File: src/rtl/irfe_pkg.sv
package irfe_pkg;

  // strobes from control to the serial datapath
  typedef struct packed {
    logic       push;
    logic [6:0] chr;
  } txCmd_t;

  // datapath condition seen by the control
  typedef struct packed {
    logic holdFree;
    logic lineIdle;
  } txStat_t;

  typedef enum logic [2:0] {
    ST_IDLE, ST_CALC, ST_GROUP, ST_PUSH, ST_DRAIN
  } ctrlState_e;

  // data bits to clear for carrier group idx: chunk placed at 3*idx, minus one for start bit
  function automatic logic [6:0] groupMask(input logic [1:0] idx, input logic wide);
    logic [7:0] s;
    s = (wide ? 8'd3 : 8'd1) << (3 * idx);
    return s[7:1];
  endfunction

  // overshoot in microseconds from leftover raw bits and last group index
  function automatic int residualUs(input int remBits, input int lastGrp, input int bitNum);
    int r;
    r = (remBits * 10000) / bitNum;
    if (lastGrp != 0) r = r + ((3 - lastGrp) * 3 * 10000) / bitNum;
    return r;
  endfunction

endpackage

File: src/rtl/irfe_ctrl.sv
module irfe_ctrl
  import irfe_pkg::*;
#(
  parameter int LEN_W     = 16,
  parameter int RES_W     = 8,
  parameter int BAUD_RATE = 115200
) (
  input  logic             clk,
  input  logic             rstN,
  input  logic             start,
  input  logic [LEN_W-1:0] pulseLen,
  input  logic             dutyHigh,
  input  txStat_t          stat,
  output txCmd_t           cmd,
  output logic             busy,
  output logic [RES_W-1:0] residual
);
  localparam int BIT_NUM = BAUD_RATE / 100;
  localparam int BIT_DEN = 10000;
  localparam int PROD_W  = LEN_W + $clog2(BIT_NUM + 1);

  ctrlState_e              state;
  logic [LEN_W-1:0]        lenReg;
  logic                    wide;
  logic signed [LEN_W:0]   rawLeft;
  logic [1:0]              grp;
  logic [6:0]              chr;
  logic                    closing;
  logic [1:0]              remBits;

  assign remBits = 2'(0 - rawLeft);
  assign busy    = (state != ST_IDLE);
  assign cmd.push = (state == ST_PUSH) && stat.holdFree;
  assign cmd.chr  = chr;

  always_ff @(posedge clk or negedge rstN) begin
    if (!rstN) begin
      state    <= ST_IDLE;
      lenReg   <= '0;
      wide     <= 1'b0;
      rawLeft  <= '0;
      grp      <= '0;
      chr      <= 7'h7F;
      closing  <= 1'b0;
      residual <= '0;
    end else begin
      case (state)
        ST_IDLE: if (start) begin
          lenReg <= pulseLen;
          wide   <= dutyHigh;
          state  <= ST_CALC;
        end
        ST_CALC: begin
          rawLeft <= (LEN_W+1)'((PROD_W'(lenReg) * PROD_W'(BIT_NUM)) / PROD_W'(BIT_DEN));
          grp     <= '0;
          chr     <= 7'h7F;
          closing <= 1'b0;
          state   <= ST_GROUP;
        end
        ST_GROUP: begin
          if (grp == 2'd3) begin
            closing <= 1'b0;
            state   <= ST_PUSH;
          end else if (rawLeft > 0) begin
            chr     <= chr & ~groupMask(grp, wide);
            rawLeft <= rawLeft - (LEN_W+1)'(3);
            grp     <= grp + 2'd1;
          end else if (grp != 2'd0) begin
            closing <= 1'b1;
            state   <= ST_PUSH;
          end else begin
            state <= ST_DRAIN;
          end
        end
        ST_PUSH: if (stat.holdFree) begin
          chr <= 7'h7F;
          if (closing) begin
            state <= ST_DRAIN;
          end else begin
            grp   <= '0;
            state <= ST_GROUP;
          end
        end
        ST_DRAIN: if (stat.lineIdle) begin
          residual <= RES_W'(residualUs(int'(remBits), int'(grp), BIT_NUM));
          state    <= ST_IDLE;
        end
        default: state <= ST_IDLE;
      endcase
    end
  end
endmodule

File: src/rtl/irfe_tx.sv
module irfe_tx
  import irfe_pkg::*;
#(
  parameter int CLKS_PER_BIT = 868
) (
  input  logic    clk,
  input  logic    rstN,
  input  txCmd_t  cmd,
  output txStat_t stat,
  output logic    txLine
);
  localparam int DIV_W = (CLKS_PER_BIT > 1) ? $clog2(CLKS_PER_BIT) : 1;
  localparam int LAST_BIT = 8;

  logic             holdValid;
  logic [6:0]       holdData;
  logic             shActive;
  logic [8:0]       shReg;
  logic [3:0]       bitIdx;
  logic [DIV_W-1:0] divCnt;

  assign stat.holdFree = !holdValid;
  assign stat.lineIdle = !holdValid && !shActive;
  assign txLine = shActive ? shReg[0] : 1'b1;

  always_ff @(posedge clk or negedge rstN) begin
    if (!rstN) begin
      holdValid <= 1'b0;
      holdData  <= '0;
      shActive  <= 1'b0;
      shReg     <= '1;
      bitIdx    <= '0;
      divCnt    <= '0;
    end else begin
      if (cmd.push) begin
        holdValid <= 1'b1;
        holdData  <= cmd.chr;
      end
      if (!shActive) begin
        if (holdValid) begin
          shActive  <= 1'b1;
          shReg     <= {1'b1, holdData, 1'b0};
          bitIdx    <= '0;
          divCnt    <= '0;
          holdValid <= 1'b0;
        end
      end else if (divCnt == DIV_W'(CLKS_PER_BIT - 1)) begin
        divCnt <= '0;
        if (bitIdx == 4'(LAST_BIT)) begin
          if (holdValid) begin
            shReg     <= {1'b1, holdData, 1'b0};
            bitIdx    <= '0;
            holdValid <= 1'b0;
          end else begin
            shActive <= 1'b0;
          end
        end else begin
          shReg  <= {1'b1, shReg[8:1]};
          bitIdx <= bitIdx + 4'd1;
        end
      end else begin
        divCnt <= divCnt + DIV_W'(1);
      end
    end
  end
endmodule

File: src/rtl/ir_frame_encoder.sv
module ir_frame_encoder
  import irfe_pkg::*;
#(
  parameter int LEN_W        = 16,
  parameter int RES_W        = 8,
  parameter int BAUD_RATE    = 115200,
  parameter int CLKS_PER_BIT = 868
) (
  input  logic             clk,
  input  logic             rstN,
  input  logic             start,
  input  logic [LEN_W-1:0] pulseLen,
  input  logic             dutyHigh,
  output logic             busy,
  output logic             txLine,
  output logic [RES_W-1:0] residual
);
  txCmd_t  cmd;
  txStat_t stat;

  irfe_ctrl #(.LEN_W(LEN_W), .RES_W(RES_W), .BAUD_RATE(BAUD_RATE)) ctrl_i (
    .clk(clk), .rstN(rstN), .start(start), .pulseLen(pulseLen),
    .dutyHigh(dutyHigh), .stat(stat), .cmd(cmd), .busy(busy), .residual(residual)
  );

  irfe_tx #(.CLKS_PER_BIT(CLKS_PER_BIT)) tx_i (
    .clk(clk), .rstN(rstN), .cmd(cmd), .stat(stat), .txLine(txLine)
  );
endmodule

File: config.mk
export PLATFORM = sky130hd
export DESIGN_NAME = ir_frame_encoder
export DESIGN_NICKNAME = d
export VERILOG_FILES = /design/src/rtl/irfe_pkg.sv /design/src/rtl/irfe_ctrl.sv /design/src/rtl/irfe_tx.sv /design/src/rtl/ir_frame_encoder.sv
export SDC_FILE = /design/constraint.sdc
export NUM_CORES = 1
export LEC_CHECK = 0
export ABC_AREA = 1
export BUFFER_PORTS_ARGS = -buffer_cell sky130_fd_sc_hd__buf_2
export CORE_ASPECT_RATIO = 2
export CORE_UTILIZATION = 35
export DETAILED_ROUTE_END_ITERATION = 6
export GPL_ROUTABILITY_DRIVEN = 1
export PLACE_DENSITY = 0.51
export SLEW_MARGIN = 10
export SYNTH_ARGS = -nofsm -noshare
export SYNTH_HDL_FRONTEND = slang
export SYNTH_SLANG_ARGS = --single-unit
File: constraint.sdc
create_clock -name clk -period 17.3 [get_ports clk]
set_input_delay 0.865 -clock clk [delete_from_list [all_inputs] [get_ports clk]]
set_output_delay 0.865 -clock clk [all_outputs]
set_load 0.02 [all_outputs]
# Word-level counts from Yosys, hierarchy flattened
# Index checks and enable logic that the tools add are counted.
[classes]
n_bitwise = 2
mul = 5
reduce_logical = 18
n_eq_ne = 16
n_addsub = 7
n_div = 3
order_cmp = 1
n_mux = 47
n_shift = 1
[op_table]
columns = ["cell", "n"]
rows = [
  ["32-bit by 12-bit divider with 32-bit output, second input constant", 2],
  ["9-bit 2-to-1 mux", 4],
  ["17-bit 2-to-1 mux", 2],
  ["17-bit one-hot mux with 2 select lines", 1],
  ["32-bit by 11-bit multiplier with 28-bit output, second input constant", 1],
  ["32-bit by 3-bit multiplier with 32-bit output, second input constant", 1],
  ["10-bit 2-to-1 mux", 3],
  ["27-bit by 14-bit divider with 27-bit output, second input constant", 1],
  ["3-bit 2-to-1 mux", 7],
  ["7-bit 2-to-1 mux", 3],
  ["7-bit one-hot mux with 3 select lines", 1],
  ["16-bit by 4-bit multiplier with 20-bit output, second input constant", 1],
  ["17-bit by 1-bit greater-than comparator with 1-bit output, second input constant", 1],
  ["17-bit by 3-bit subtractor with 17-bit output, second input constant", 1],
  ["4-bit 2-to-1 mux", 4],
  ["3-bit one-hot mux with 5 select lines", 1],
  ["1-bit 2-to-1 mux", 13],
  ["2-bit by 10-bit multiplier with 12-bit output, second input constant", 1],
  ["10-bit by 1-bit adder with 10-bit output, second input constant", 1],
  ["10-bit equality test, second input constant", 1],
  ["2-bit 2-to-1 mux", 5],
  ["2-bit inequality test, second input constant", 5],
  ["8-bit adder", 1],
  ["8-bit 2-to-1 mux", 1],
  ["27 further kinds", 38],
]
[totals]
register_bits = 87
out_inout_bits = 10
wordCells = 114

# Logic depth before layout (Yosys ltp)
# Gate-level depths: netlist (run 1).
[logic_depth]
word_depth = 7
mapped_depth = 116
mapped_depth_nobuf = 112

# Cells and area by module
# From an unflattened synthesis (run 1), not the netlist that was laid out.
[unflattened]
cells_unflattened = 1984
area_unflattened_um2 = 13083.8
[by_module_without_submodules]
columns = ["mod", "cells_per_inst", "instances", "area_per_inst_um2"]
rows = [
  ["irfe_ctrl", 1718, 1, 11177.0],
  ["irfe_tx", 266, 1, 1906.8],
]

# Worst setup path after synthesis (run 1)
# OpenSTA, ideal clock, no wires.
[synth_path]
path_type = "reg-to-reg"
startpoint = "reg ctrl_i.lenReg[1]"
endpoint = "reg ctrl_i.rawLeft[0]"
setup_time_ns = 0.117
arrival_time_ns = 11.008
synth_period_minus_slack_ns = 11.124
stages_incl_launch_ff = 95
slack_ns = 6.176
n_path_buf = 10
cell_sequence = "dfrtp_1 -> ha_1 -> ha_1 -> inv_1 -> fa_1 -> nand3b_1 -> nand2_1 -> a21oi_1 -> or2_1 -> nand2_1 -> nand3_1 -> nand2_1 -> nand2_2 -> nand2_4 -> nand3_1 -> nor2_2 -> nand3_4 -> nand3_4 -> (+59 left out) -> inv_1 -> nor2_2 -> nand2_2 -> nand2_4 -> buf_6 -> inv_1 -> ha_1 -> inv_1 -> a21oi_2 -> nand2_1 -> nand2_1 -> nand2_1 -> nand3b_1 -> nand3_1 -> nor2_1 -> nand3_1 -> nand2_1 -> nand2_1"
[synth_via]
elab_chain_cells = 3
[synth_lines]
columns = ["element", "line_no", "source"]
rows = [
  ["start: declaration", "irfe_ctrl.sv:23", "logic [LEN_W-1:0] lenReg;"],
  ["start signal: assignment", "irfe_ctrl.sv:49", "lenReg <= pulseLen;"],
  ["16-bit by 4-bit multiplier with 20-bit output", "irfe_ctrl.sv:54", "rawLeft <= (LEN_W+1)'((PROD_W'(lenReg) * PROD_W'(BIT_NUM)) / PROD_W'(BIT_DEN));"],
  ["27-bit by 14-bit divider with 27-bit output", "irfe_ctrl.sv:54", ""],
  ["17-bit one-hot mux with 2 select lines", "irfe_ctrl.sv:47", "case (state)"],
  ["end signal: assignment", "irfe_ctrl.sv:54", ""],
  ["end signal: assignment", "irfe_ctrl.sv:66", "rawLeft <= rawLeft - (LEN_W+1)'(3);"],
  ["end: declaration", "irfe_ctrl.sv:25", "logic signed [LEN_W:0] rawLeft;"],
]
# Every way passes these cells.
# A chain may end at the register's enable or synchronous reset.

# Worst setup path after layout (run 1)
# Ends and elaborated chain as after synthesis.

==> results of run 1 <==
cell type report:
cell class	instances	share of cell area [%]
sequential	87	17.9
timing repair buffer	32	1.39
tap	427	4.36
inverter	279	8.55
clock buffer	10	1.87
multi-input combinational	1473	65.1
clock inverter	6	0.756
cell families after synthesis:
kind of cell             synth area share, %
AO/OA/AOI/OAI                           12.0
buffers and inverters                   10.7
XOR/XNOR                                4.83
AND/OR/NAND/NOR                         44.5
adder cells (fa/ha/maj)                 7.11
multiplexers                            1.58
flip-flops                              19.3
metal layers:
metal  vias up  GRT usage [%]  share of wire (%)
met5         -              0              0.044
met4         2           9.85                4.1
met3        79           1.68                1.3
met2       131           45.7                 60
met1      5329           18.1                 35
li1       6031              -                  -
worst max path at each step:
stage,start,end,cells after the start
2_1_floorplan,ctrl_i.lenReg[1]$_DFFE_PN0P_,ctrl_i.rawLeft[0]$_DFFE_PN0P_,94
3_3_place_gp,ctrl_i.lenReg[1]$_DFFE_PN0P_,ctrl_i.rawLeft[0]$_DFFE_PN0P_,94
3_5_place_dp,ctrl_i.lenReg[1]$_DFFE_PN0P_,ctrl_i.rawLeft[0]$_DFFE_PN0P_,96
4_1_cts,ctrl_i.lenReg[1]$_DFFE_PN0P_,ctrl_i.rawLeft[0]$_DFFE_PN0P_,96
5_1_grt,ctrl_i.lenReg[1]$_DFFE_PN0P_,ctrl_i.rawLeft[0]$_DFFE_PN0P_,96
6_report,ctrl_i.lenReg[1]$_DFFE_PN0P_,ctrl_i.rawLeft[0]$_DFFE_PN0P_,96
cells in the final DEF (no fill, tap or decap), types with 10 or more instances in the layout:
master	netlist	routed
nand2_4	11	11
nand4_1	33	33
xor2_1	47	47
xnor2_1	14	14
nand2_1	574	574
buf_2	1	28
nor2_2	26	26
inv_1	251	251
dfstp_2	16	16
nor3_1	22	22
nor2_1	159	159
dfrtp_1	71	71
nand3_2	10	10
inv_2	21	21
nand3_1	172	172
o21ai_0	83	83
mux2_2	16	16
nand2_2	56	56
ha_1	60	60
a21oi_1	72	72
per-stage QoR:
| step | hold WS [ns] | instance area (µm²) | setup slack, ns | util [%] |
|---|---|---|---|---|
| 2_1_floorplan | 0.434 | 11400 | 6.18 | - |
| 3_3_place_gp | 0.456 | 11900 | 3.90 | 37.1 |
| 3_5_place_dp | 0.458 | 11900 | 3.67 | 37.1 |
| 4_1_cts | 0.385 | 12200 | 3.63 | 38.1 |
| 5_1_grt | 0.392 | 12200 | 2.18 | 38.1 |
| 6_report | 0.381 | 12200 | 3.76 | 38.1 |
critical path, delay by kind of cell (launching register included):
kind	cells	cell delay [ns]
compound gates	6	1.33
fa+ha+maj	5	1.48
buf+inv	13	1.29
flops	1	0.47
simple gates	72	8.84
sequential cells by signal (all words and copies together) (netlist names):
register / count
ctrl_i.grp: 2
ctrl_i.rawLeft: 17
tx_i.holdData: 7
ctrl_i.wide: 1
tx_i.shReg: 9
tx_i.shActive: 1
tx_i.holdValid: 1
ctrl_i.closing: 1
ctrl_i.lenReg: 16
ctrl_i.chr: 7
ctrl_i.residual: 8
ctrl_i.state: 3
tx_i.divCnt: 10
tx_i.bitIdx: 4
==> summary.txt, run 1 <==
Worst setup path
  – R2R cell count: 96
  – Crit-path max cell delay: 0.47 ns
  – Setup crit start kind: register
  – Cell repeated most along the worst path: nand2_1
  – Crit path required time: 17.55 ns
  – CP Data Arrival Time: 13.79 ns
  – Crit Path Category: reg -> reg
  – Worst r2r src: ctrl_i.lenReg[1]$_DFFE_PN0P_
  – Reg2reg end: ctrl_i.rawLeft[0]$_DFFE_PN0P_
  – Slowest stage cell, crit path: dfrtp_1
  – R2r setup slk: 3.76 ns
  – Crit path capture type: register
  – Crit-path max FO: 14

Synth
  – Top cells by area, synth: nand2_1 19%, dfrtp_1 16%, inv_1 8.3%
  – Post-synth top cells: 574 x nand2_1, 251 x inv_1, 172 x nand3_1
  – FF+latch count, synth: 87
  – Share of the synthesized area in the top cell type: 18.9%
  – Syn nets: 1948
  – Sequential share of the synthesized area: 19.3%
  – Synth unique cells: 61
  – Syn avg cell area: 6.11 µm²
  – Post-Syn Area: 11400 µm²
  – Area leader, netlist: nand2_1
  – Count leader, synth: nand2_1
  – Post-Syn Instances: 1865
  – Post-synth top flop: dfrtp_1
  – Warning count from the yosys run: 0
  – Ys async rst share: 100%
  – EDFF count, synth: 0

Drt
  – WL final: 34000 µm
  – Drt drc: 0
  – Final ANT Viol Nets: 0
  – DR WL/cell: 14.7 µm
  – DR vias/cell: 5.00
  – Pre-Repair DR Iteration Count: 5
  – Via count: 11600
  – DR iter-0 viols: 381

Layout
  – Final net count: 1965
  – Finished Layout Cells: 2314
  – Fillers: 3618
  – ANT cells: 0
  – Area growth, synth to finish: 7.48%
  – Layout cells sized above 1: 12.5%
  – Area of the multi-input gates: 7980 µm²
  – Flip-flop and latch area: 2200 µm²

CTS
  – Deepest clock path buffer count: 2
  – Skew-Pair Late Insertion Delay: 0.36 ns
  – Reg clk slew, reported paths: 0.07 ns
  – Post-CTS Hold Buffers: 0
  – TritonCTS clock tree: yes
  – Post-cts resize count: 0
  – Clock tree sinks: 87
  – Number of H-tree levels: 3
  – Num CTS Buffers: 9
  – Root Buffer Master: clkbuf_16
  – Setup repair bufs after CTS: 0

Timing
  – Period Utilization, post-route: 78.2%
  – Skew final: 0.0136 ns
  – Final Max Slew Viols: 0
  – Setup TNS: 0 ns
  – Rel. slew slack: 31.2%
  – Worst-margin pin slew: 1.02 ns
  – Setup-failing EPs final: 0
  – Max Fclk: 73.9 MHz
  – RSZ-0062 raised after global routing: false
  – Final Hold Vio Count: 0
  – Post-layout minimum cycle time: 13.54 ns

Hold path
  – Hold WC Path Type: in -> async

Placement
  – Placer Congestion: 0.859
  – I/O Buffers: 29
  – Cells after DPL: 2298
  – Hpwl dp: 28500 µm

Global route
  – First-pass GRT wire length: 55500 µm
  – GR Overflow Total: 0
  – Vias in the first global route: 11800
  – Antenna violations before repair: 1
  – Largest net degree at the start of global routing: 71
  – GRT Util Overall: 21.1%

Run status
  – Status: finished clean

Die
  – Starting Density: 35.5%
  – Core box area: 32100 µm²
  – Die Ht: 257 µm
  – DIE AREA: 33300 µm²
  – Die Wd: 130 µm
  – Cell Rows: 93
  – IO Pins: 30

Flow run
  – Max Cap Viol: 0
Power of run 1 is left out: the tool's default activity adds up to more than one toggle a clock period on the data nets, which glitch-free logic cannot reach.
==> run 2, diff against run 1 <==
- PLACE_DENSITY: 0.51 -> 0.53
- clock period: 17.3 -> 12.1 ns (I/O delays scaled with it)
==> run 2 against run 1 <==
Maximum frequency rose by 16%. Critical path depth rose by 6. Worst setup slack got worse by 3.3 ns. Cell count rose by 4.7%. Critical endpoint unchanged. Die area did not move. Count of clock-buffer cells in the layout rose by 1. Global-route usage rose by 0.51 points.
==> summary.txt, run 2 (synthesized netlist as in run 1, its figures left out) <==
Run status
  – Status: finished clean (unchanged)

Layout
  – Top reg by flops: ctrl_i.rawLeft (unchanged)
  – Area growth, synth to finish: 21.3% (was 7.48%)
  – Area of the multi-input gates: 8800 µm² (was 7980 µm²)
  – Finished Layout Cells: 2422 (was 2314)
  – Final net count: 2073 (was 1965)
  – Layout cells sized above 1: 23.1% (was 12.5%)
  – Fillers: 3522 (was 3618)
  – Most frequent cells in the layout: 522 x nand2_1, 247 x inv_1, 160 x nand3_1, 134 x nor2_1 (was 574 x nand2_1, 251 x inv_1, 172 x nand3_1, 159 x nor2_1, 83 x o21ai_0)
  – ANT cells: 0 (unchanged)
  – Largest regs: ctrl_i.rawLeft x17, ctrl_i.lenReg x16, tx_i.divCnt x10 (unchanged)
  – Most common cell after layout, fill and taps aside: nand2_1 (unchanged)
  – Largest register FFs: 17 (unchanged)
  – Design Area, Final: 13800 µm² (was 12200 µm²)
  – Flip-flop and latch area: 2200 µm² (about the same)

Worst setup path
  – Crit-path max FO: 8 (was 14)
  – Cell repeated most along the worst path: nand2_1 (unchanged)
  – Crit path required time: 12.35 ns (was 17.55 ns)
  – R2r setup slk: 0.46 ns (was 3.76 ns)
  – R2R cell count: 102 (was 96)
  – Slowest stage cell, crit path: dfrtp_1 (unchanged)
  – Worst r2r src: ctrl_i.lenReg[4]$_DFFE_PN0P_ (was ctrl_i.lenReg[1]$_DFFE_PN0P_)
  – CP Data Arrival Time: 11.89 ns (was 13.79 ns)
  – Crit path capture type: register (unchanged)
  – Reg2reg end: ctrl_i.rawLeft[0]$_DFFE_PN0P_ (unchanged)
  – Setup crit start kind: register (unchanged)
  – Crit-path max cell delay: 0.43 ns (was 0.47 ns)
  – Crit Path Category: reg -> reg (unchanged)

Die
  – Starting Density: 35.5% (unchanged)
  – Die Wd: 130 µm (unchanged)
  – Cell Rows: 93 (unchanged)
  – IO Pins: 30 (unchanged)
  – Die Ht: 257 µm (unchanged)
  – DIE AREA: 33300 µm² (unchanged)
  – Core box area: 32100 µm² (unchanged)

Global route
  – Layer with the highest usage: met2 (unchanged)
  – Antenna violations before repair: 0 (was 1)
  – Met1 usage: 18.4% (was 18.1%)
  – GRT Util Overall: 21.6% (was 21.1%)
  – GR Overflow Total: 0 (unchanged)
  – Largest net degree at the start of global routing: 74 (was 71)
  – Vias in the first global route: 12100 (was 11800)
  – Met3 Usage GRT: 1.70% (was 1.68%)
  – First-pass GRT wire length: 56800 µm (was 55500 µm)
  – M2 GR Usage: 46.8% (was 45.7%)

Timing
  – Rel. slew slack: 31.0% (was 31.2%)
  – Max Fclk: 85.9 MHz (was 73.9 MHz)
  – Skew final: 0.00575 ns (was 0.0136 ns)
  – Worst-margin pin slew: 1.03 ns (was 1.02 ns)
  – Final Max Slew Viols: 0 (unchanged)
  – Post-layout minimum cycle time: 11.64 ns (was 13.54 ns)
  – RSZ-0062 raised after global routing: true (was false)
  – Setup-failing EPs final: 0 (unchanged)
  – Period Utilization, post-route: 96.2% (was 78.2%)
  – Final Hold Vio Count: 0 (unchanged)
  – Hold_ws: 0.0805 ns (was 0.381 ns)

CTS
  – Clock tree sinks: 87 (unchanged)
  – Skew-Pair Late Insertion Delay: 0.36 ns (about the same)
  – Deepest clock path buffer count: 2 (unchanged)
  – Number of H-tree levels: 3 (unchanged)
  – Root Buffer Master: clkbuf_16 (unchanged)
  – Num CTS Buffers: 9 (unchanged)
  – TritonCTS clock tree: yes (unchanged)
  – Reg clk slew, reported paths: 0.07 ns (about the same)

Placement
  – I/O Buffers: 29 (unchanged)
  – Hpwl dp: 29200 µm (was 28500 µm)
  – DP Area: 12300 µm² (was 11900 µm²)
  – Cells after DPL: 2342 (was 2298)
  – Placer Congestion: 0.872 (was 0.859)

Drt
  – Via count: 12400 (was 11600)
  – DR WL/cell: 15.3 µm (was 14.7 µm)
  – Pre-Repair DR Iteration Count: 6 (was 5)
  – WL final: 37100 µm (was 34000 µm)
  – Final ANT Viol Nets: 0 (unchanged)
  – DR iter-0 viols: 456 (was 381)
  – Drt drc: 0 (unchanged)
  – DR vias/cell: 5.11 (was 5.00)

Hold path
  – Hold WC Path Type: in -> async (unchanged)

Flow run
  – Max Cap Viol: 0 (unchanged)
## run 2: cell types whose count changed in the layout (fill, tap and decap cells not counted), moves of 7 or more
| cell | change |
|---|---|
| nor2_1 | -25 |
| nand2_2 | +38 |
| nor2_4 | +21 |
| nand2_8 | +7 |
| nand2_4 | +15 |
| nand2_1 | -52 |
| buf_4 | +90 |
| nand3_2 | +10 |
| nand3_1 | -12 |
## run 2: worst max-delay path: cells and delay by family, from the launching register on
kind,cells,cell delay [ns]
simple gates,74,6.96
flops,1,0.43
fa+ha+maj,5,1.24
compound gates,5,0.98
buf+inv,17,1.71
xor+xnor,1,0.17
## run 2: stage by stage
step           util (%)  TNS, ns  setup WS, ns
3_3_place_gp       38.2   -0.458        -0.381
6_report           43.1        0         0.457
3_5_place_dp       38.2   -0.605        -0.475
4_1_cts            39.6        0        0.0214
5_1_grt            43.1   -0.684        -0.484
2_1_floorplan         -        0         0.976
## run 2: layer usage
| metal | share of wire [%] | wire (µm) | vias to the layer above |
|---|---|---|---|
| met1 | 34 | 12500 | 5841 |
| met5 | 0 | 0 | - |
| met4 | 4.5 | 1650 | 0 |
| li1 | - | - | 6265 |
| met3 | 1.4 | 502 | 105 |
| met2 | 61 | 22500 | 164 |
## run 2: worst max-delay path by stage
| stage | start | endpoint | slack (ns) |
|---|---|---|---|
| final | ctrl_i.lenReg[4]$_DFFE_PN0P_ | ctrl_i.rawLeft[0]$_DFFE_PN0P_ | 0.46 |
| after global routing | ctrl_i.lenReg[1]$_DFFE_PN0P_ | ctrl_i.rawLeft[0]$_DFFE_PN0P_ | -0.48 |
| after CTS | ctrl_i.lenReg[1]$_DFFE_PN0P_ | ctrl_i.rawLeft[0]$_DFFE_PN0P_ | 0.02 |
| after detailed placement | ctrl_i.lenReg[1]$_DFFE_PN0P_ | ctrl_i.rawLeft[0]$_DFFE_PN0P_ | -0.47 |
| after global placement | ctrl_i.lenReg[1]$_DFFE_PN0P_ | ctrl_i.rawLeft[0]$_DFFE_PN0P_ | -0.38 |
| after floorplan | ctrl_i.lenReg[1]$_DFFE_PN0P_ | ctrl_i.rawLeft[0]$_DFFE_PN0P_ | 0.98 |
## run 2: cell type report
class | instances | area share [%]
Clock buffer | 11 | 1.76
Tap cell | 427 | 3.86
Inverter | 279 | 7.68
Clock inverter | 5 | 0.471
Sequential cell | 87 | 15.9
Multi-Input combinational cell | 1485 | 63.6
Timing Repair Buffer | 128 | 6.67
## run 2: repair_timing
| item | in CTS | in global routing |
|---|---|---|
| endpoints found under the setup margin | 2 | 3 |
| cloned | 3 | 9 |
| pin swaps | 4 | 69 |
| hold buffers | 0 | 0 |
| setup buffers | 5 | 47 |
| resized for setup | 19 | 170 |
| endpoints found under the hold margin | 0 | 0 |
Power of run 2 is left out for the same reason.
